## src/rtl/refclk_pkg.sv

```systemverilog
package refclk_pkg;

    typedef enum logic [1:0] {
        ST_IDLE,
        ST_SYNC,
        ST_RUN,
        ST_DRAIN
    } refclk_state_e;

    localparam int CTRL_W   = 16;
    localparam int EN_BIT   = 15;
    localparam int SLP_BIT  = 13;
    localparam int SEL_BIT  = 12;
    localparam int CODE_LSB = 8;
    localparam int CODE_W   = 4;

endpackage

```

## src/rtl/refclk_sync.sv

```systemverilog
module refclk_sync #(
    parameter int STAGES = 2
) (
    input  logic clk_i,
    input  logic rst_ni,
    input  logic async_i,
    output logic level_o,
    output logic rise_o
);
    logic [STAGES-1:0] sh_q;
    logic              prev_q;

    always_ff @(posedge clk_i or negedge rst_ni) begin
        if (!rst_ni) begin
            sh_q   <= '0;
            prev_q <= 1'b0;
        end else begin
            sh_q   <= {sh_q[STAGES-2:0], async_i};
            prev_q <= sh_q[STAGES-1];
        end
    end

    assign level_o = sh_q[STAGES-1];
    assign rise_o  = sh_q[STAGES-1] & ~prev_q;
endmodule

```

## src/rtl/refclk_divcnt.sv

```systemverilog
module refclk_divcnt
    import refclk_pkg::*;
#(
    parameter int MAX_CODE = 15
) (
    input  logic              clk_i,
    input  logic              rst_ni,
    input  logic              clr_i,
    input  logic              step_i,
    input  logic              lvl_i,
    input  logic [CODE_W-1:0] code_i,
    output logic              tap_o
);
    localparam int CNT_W = (MAX_CODE < 1) ? 1 : MAX_CODE;

    logic [CNT_W-1:0] cnt_q;

    always_ff @(posedge clk_i or negedge rst_ni) begin
        if (!rst_ni) begin
            cnt_q <= '0;
        end else if (clr_i) begin
            cnt_q <= '0;
        end else if (step_i) begin
            cnt_q <= cnt_q + 1'b1;
        end
    end

    // Code 0 passes the source level; code n taps counter bit n-1.
    always_comb begin
        tap_o = lvl_i;
        for (int k = 1; k <= MAX_CODE; k++) begin
            if (code_i == CODE_W'(k)) begin
                tap_o = cnt_q[k-1];
            end
        end
    end
endmodule

```

## src/rtl/refclk_out.sv

```systemverilog
module refclk_out
    import refclk_pkg::*;
#(
    parameter int MAX_CODE    = 15,
    parameter int SYNC_STAGES = 2
) (
    input  logic              clk_i,
    input  logic              rst_ni,
    input  logic [CTRL_W-1:0] ctrl_i,
    input  logic              posc_clk_i,
    input  logic              sys_clk_i,
    input  logic              sleep_i,
    input  logic              posc_keep_i,
    input  logic              posc_primary_i,
    output logic              refo_o,
    output logic              posc_req_o
);
    localparam int NSRC = 2;  // index 1: primary, index 0: system

    logic [NSRC-1:0] src_raw, src_lvl, src_rise;
    assign src_raw = {posc_clk_i, sys_clk_i};

    for (genvar g = 0; g < NSRC; g++) begin : g_sync
        refclk_sync #(.STAGES(SYNC_STAGES)) u_sync (
            .clk_i   (clk_i),
            .rst_ni  (rst_ni),
            .async_i (src_raw[g]),
            .level_o (src_lvl[g]),
            .rise_o  (src_rise[g])
        );
    end

    refclk_state_e     state_q, state_d;
    logic              act_sel_q;
    logic [CODE_W-1:0] act_code_q;
    logic              refo_q, req_q;

    // Requested configuration, code clamped to the supported range.
    logic [CODE_W-1:0] raw_code, want_code;
    logic              want_sel, sleep_ok, run_ok, cfg_match;

    assign raw_code  = ctrl_i[CODE_LSB +: CODE_W];
    assign want_code = (int'(raw_code) > MAX_CODE) ? CODE_W'(MAX_CODE) : raw_code;
    assign want_sel  = ctrl_i[SEL_BIT];
    assign sleep_ok  = ctrl_i[SLP_BIT] & ctrl_i[SEL_BIT] & posc_primary_i;
    assign run_ok    = ctrl_i[EN_BIT] & (~sleep_i | sleep_ok);
    assign cfg_match = (act_sel_q == want_sel) && (act_code_q == want_code);

    logic sel_lvl, sel_rise, tap, cnt_clr, cnt_step, running;
    assign sel_lvl  = src_lvl[act_sel_q];
    assign sel_rise = src_rise[act_sel_q];
    assign running  = (state_q == ST_RUN) || (state_q == ST_DRAIN);
    assign cnt_clr  = ~running;
    assign cnt_step = running & sel_rise;

    refclk_divcnt #(.MAX_CODE(MAX_CODE)) u_div (
        .clk_i  (clk_i),
        .rst_ni (rst_ni),
        .clr_i  (cnt_clr),
        .step_i (cnt_step),
        .lvl_i  (sel_lvl),
        .code_i (act_code_q),
        .tap_o  (tap)
    );

    // Next-state logic.
    always_comb begin
        state_d = state_q;
        unique case (state_q)
            ST_IDLE:  if (run_ok) state_d = ST_SYNC;
            ST_SYNC: begin
                if (!run_ok || !cfg_match) state_d = ST_IDLE;
                else if (!sel_lvl)         state_d = ST_RUN;
            end
            ST_RUN:   if (!run_ok || !cfg_match) state_d = ST_DRAIN;
            ST_DRAIN: if (!tap) state_d = ST_IDLE;
            default:  state_d = ST_IDLE;
        endcase
    end

    // State register and active configuration.
    always_ff @(posedge clk_i or negedge rst_ni) begin
        if (!rst_ni) begin
            state_q    <= ST_IDLE;
            act_sel_q  <= 1'b0;
            act_code_q <= '0;
        end else begin
            state_q <= state_d;
            if (state_q == ST_IDLE) begin
                act_sel_q  <= want_sel;
                act_code_q <= want_code;
            end
        end
    end

    // Registered outputs.
    always_ff @(posedge clk_i or negedge rst_ni) begin
        if (!rst_ni) begin
            refo_q <= 1'b0;
            req_q  <= 1'b0;
        end else begin
            refo_q <= running & tap;
            req_q  <= posc_keep_i
                    | (ctrl_i[EN_BIT] & sleep_ok)
                    | ((state_q != ST_IDLE) & act_sel_q);
        end
    end

    assign refo_o     = refo_q;
    assign posc_req_o = req_q;
endmodule

```

## config.mk

```make
export PLATFORM = sky130hd
export DESIGN_NAME = refclk_out
export DESIGN_NICKNAME = d
export VERILOG_FILES = /design/src/rtl/refclk_pkg.sv /design/src/rtl/refclk_sync.sv /design/src/rtl/refclk_divcnt.sv /design/src/rtl/refclk_out.sv
export SDC_FILE = /design/constraint.sdc
export NUM_CORES = 1
export LEC_CHECK = 0
export BUFFER_PORTS_ARGS = -buffer_cell sky130_fd_sc_hd__buf_2
export CORE_ASPECT_RATIO = 2
export CORE_MARGIN = 10
export CORE_UTILIZATION = 45
export DETAILED_ROUTE_END_ITERATION = 8
export GPL_ROUTABILITY_DRIVEN = 0
export PLACE_DENSITY = 0.66
export SYNTH_ARGS = -nofsm -noshare
export SYNTH_HDL_FRONTEND = slang
export SYNTH_HIERARCHICAL = 1
export SYNTH_SLANG_ARGS = --single-unit
```

## constraint.sdc

```tcl
create_clock -name clk_i -period 4.1 [get_ports clk_i]
set_input_delay 0 -clock clk_i [delete_from_list [all_inputs] [get_ports clk_i]]
set_output_delay 0 -clock clk_i [all_outputs]
set_load 0.005 [all_outputs]
```

==> impl_metrics.env <==
export IMPL_cts_tree="yes"
export IMPL_grt_usage_pct=11.4
export IMPL_fin_skew_ns=0.00522
export IMPL_cts_made_buffers=5
export IMPL_htreeDepth=2
export IMPL_synth_top_family_by_area="simple AND/OR/NAND/NOR gates"
export IMPL_io_pins=25
export IMPL_synth_xor_area_share_pct=8.51
export IMPL_use_met2_pct=20.5
export IMPL_dr_pass1_iters=4
export IMPL_critPathMaxFanout=24
export IMPL_power_frac_comb_pct=21.4
export IMPL_synth_area_per_cell_um2=10.6
export IMPL_drc=0
export IMPL_seq_area_frac_synth_pct=48.6
export IMPL_cpLargestDelayFamily="simple AND/OR/NAND/NOR gates"
export IMPL_p_leak_nw=0.783
export IMPL_path_buf_inv=1
export IMPL_synth_nets=169
export IMPL_fp_dieW_um=61.4
export IMPL_synth_distinct_cells=39
export IMPL_crit_slowest_cell="nor2_1"
export IMPL_cp_slowest_stage_delay_ns=0.52
export IMPL_ys_ff_latch=30
export IMPL_yosys_mux_area_fraction_pct=9.08
export IMPL_hpwl_um=2370
export IMPL_syn_to_final_growth_pct=16.6
export IMPL_register_area_um2=751
export IMPL_via_count=1155
export IMPL_max_slew_margin_pct=54.2
export IMPL_postPlaceCellArea_um2=1630
export IMPL_hold_depth=3
export IMPL_crit_type="reg -> reg"
export IMPL_required_ns=4.24
export IMPL_drive_above_1_share_pct=18.0
export IMPL_fillers=291
export IMPL_cp_data_arrival_time_ns=2.46
export IMPL_p_switching_w=0.000233
export IMPL_worstHoldStart="posc_primary_i"
export IMPL_post_route_period_util_pct=56.7
export IMPL_worst_r2r_cell_count=6
export IMPL_path_clk_slew_ns=0.06
export IMPL_initial_utilization_pct=46.2
export IMPL_routedWlPerCell_um=15.5
export IMPL_portBuffers=15
export IMPL_numClockSinks=30
export IMPL_busiest_layer="met2"
export IMPL_endpoint_kind="flop"
export IMPL_final_max_slew_viol_count=0
export IMPL_p_clk_share_pct=27.9
export IMPL_setup_tns_final_ns=0
export IMPL_nets=196
export IMPL_routed_wl_um=3170
export IMPL_vias_per_cell=5.66
export IMPL_stdcell_area_um2=1800
export IMPL_grt_overflow_total=0
export IMPL_drtIter0Drc=13
export IMPL_min_path_type="in -> reg"
export IMPL_die_h_um=103
export IMPL_min_period_ns=2.32
export IMPL_switching_share_pct=30.4
export IMPL_cts_buffer_depth=2
export IMPL_multi_input_area_um2=746
export IMPL_clkLatencyLatePin_ns=0.28
export IMPL_rsz0062_at_grt="false"
export IMPL_intPower_w=0.000532
export IMPL_path_cells="inv_1 > nor2_1 > o211ai_1 > nor4_1 > xnor2_1 > nor2_1"
export IMPL_r2r_slack_ns=1.78
export IMPL_post_cts_buffers=0
export IMPL_max_cap_violations=0
export IMPL_peakVddDrop_v=0.000186
export IMPL_worstHoldEndpoint="posc_req_o"
export IMPL_rows=30
export IMPL_cts_resized=0
export IMPL_die_area_um2=6320
export IMPL_timing_final_setup_violations=0
export IMPL_path_common_cell="nor2_1"
export IMPL_hold_viol=0
export IMPL_yosys_warnings=6
export IMPL_cp_start_kind="flop"
export IMPL_synthCells=145
export IMPL_grt_pass1_wl_um=5430
export IMPL_status="complete, no violations"
export IMPL_synth_simple_area_share_pct=19.2
export IMPL_grt_max_degree=31
export IMPL_antenna_found_initial=0
export IMPL_cts_root_buf="clkbuf_8"
export IMPL_reg2reg_to="u_div/cnt_q[11]"
export IMPL_holdBufCountCts=9
export IMPL_grt_util_met3_pct=3.70
export IMPL_grtUsageMet1_pct=10.5
export IMPL_ant_nets=0
export IMPL_core_um2=3340
export IMPL_p_per_area_nw_per_um2=425
export IMPL_grt_pass1_vias=1245
export IMPL_synth_area_um2=1540
export IMPL_synth_compound_gate_area_share_pct=10.7
export IMPL_power_frac_seq_pct=50.7
export IMPL_synthAdderAreaFrac_pct=0.810
export IMPL_antennaDiodeCount=0
export IMPL_fmax_mhz=430
export IMPL_worstMarginPinSlew_ns=0.687
==> layout by cell type (no fill, tap or decap), types with 2 or more instances in the layout <==
cell type / n
dfrtp_1: 30
nor2_1: 18
buf_2: 15
xor2_1: 11
o21ai_0: 9
dlygate4sd3_1: 9
nand3_1: 7
inv_1: 6
a21oi_1: 6
mux2i_1: 5
nand2_1: 5
clkbuf_8: 5
nand4_1: 4
mux2_2: 4
xnor2_1: 4
or3_1: 4
and2_1: 3
nor3_1: 2
clkbuf_1: 2
nor2b_4: 2
mux4_2: 2
==> tightest hold or removal path: cells and delay by family <==
| kind | cells | cell delay, ns |
|---|---|---|
| AND/OR/NAND/NOR | 2 | 0.17 |
| buffers and inverters | 1 | 0.09 |
==> cell type report <==
type	instances	share of cell area, %
Multi-Input combinational cell	105	41.4
Inverter	6	1.25
Clock buffer	7	4.24
Tap cell	32	2.22
Sequential cell	30	41.7
Timing Repair Buffer	24	9.17
==> cells by family (layout without fill, tap and decap cells) <==
family / after synthesis / in the layout
simple gates: 52 / 52
flops: 30 / 30
compound gates: 26 / 26
xor+xnor: 15 / 15
mux: 11 / 11
buf+inv: 10 / 37
fa+ha+maj: 1 / 1
==> stage by stage <==
| stage | util (%) | hold WS, ns | total power [W] | cells | setup WS, ns |
|---|---|---|---|---|---|
| 6_report | 53.9 | 0.0408 | 0.000764 | 204 | 1.78 |
| 5_1_grt | 53.9 | 0.0463 | 0.000816 | 204 | 1.59 |
| 3_5_place_dp | 48.9 | 0.0731 | 0.000554 | 188 | 1.78 |
| 2_1_floorplan | - | -0.296 | 0.000504 | 145 | 2.21 |
| 4_1_cts | 53.9 | 0.0175 | 0.000779 | 204 | 1.78 |
| 3_3_place_gp | 48.9 | 0.0575 | 0.000546 | 188 | 1.89 |
==> state kept, by name, summed over array words and instances (netlist names), named ones only <==
signal	count
state_q	1
g_sync.u_sync/prev_q	2
posc_req_o	1
u_div/cnt_q	15
g_sync.u_sync/sh_q	4
act_sel_q	1
refo_o	1
act_code_q	4
==> synth_stat cells <==
library cell	count	share of area [%]
a211oi_1	1	0.49
a21oi_1	6	1.9
a221oi_1	1	0.57
a31oi_1	1	0.41
a41o_1	1	0.65
a41oi_1	1	0.57
and2_1	3	1.2
and3_1	1	0.41
and4_4	1	0.73
buf_2	2	0.65
buf_6	1	0.73
clkbuf_1	1	0.24
dfrtp_1	30	49
ha_1	1	0.81
inv_1	6	1.5
mux2_2	4	2.9
mux2i_1	5	3.2
mux4_2	2	2.9
nand2_1	5	1.2
nand3_1	7	2.3
nand3b_1	1	0.49
nand4_1	4	1.6
nand4_4	1	1.4
nor2_1	18	4.4
nor2b_1	1	0.41
nor2b_4	2	1.8
nor3_1	2	0.65
nor3_2	1	0.65
nor4_1	1	0.41
o2111a_1	1	0.73
o211a_1	1	0.65
o211ai_1	1	0.49
o21ai_0	9	2.9
o21ai_1	1	0.32
o22ai_1	1	0.41
o41ai_1	1	0.57
or3_1	4	1.6
xnor2_1	4	2.3
xor2_1	11	6.2
==> power by group through the flow <==
stage          Sequential [W]  Combinational, W  Clock, W
4_1_cts              0.000389          0.000167  0.000223
6_report             0.000387          0.000164  0.000213
5_1_grt              0.000398          0.000183  0.000235
2_1_floorplan        0.000371          0.000133         0
3_3_place_gp         0.000393          0.000154         0
3_5_place_dp         0.000394          0.000160         0
==> metal layers <==
layer	up-vias	wire length, um
li1	567	-
met1	559	1160
met2	20	1750
met3	9	169
met4	0	87
met5	-	0
==> worst max path at each step <==
| stage | from | depth (start not counted) | endpoint |
|---|---|---|---|
| 3_5_place_dp | flop | 6 | u_div/cnt_q[14] |
| 2_1_floorplan | act_code_q[0] | 9 | state_q[0] |
| 4_1_cts | flop | 6 | u_div/cnt_q[14] |
| 5_1_grt | flop | 6 | u_div/cnt_q[11] |
| 3_3_place_gp | flop | 6 | u_div/cnt_q[11] |
| 6_report | flop | 6 | u_div/cnt_q[11] |
Note: power is estimated with default switching activity, not from simulation.
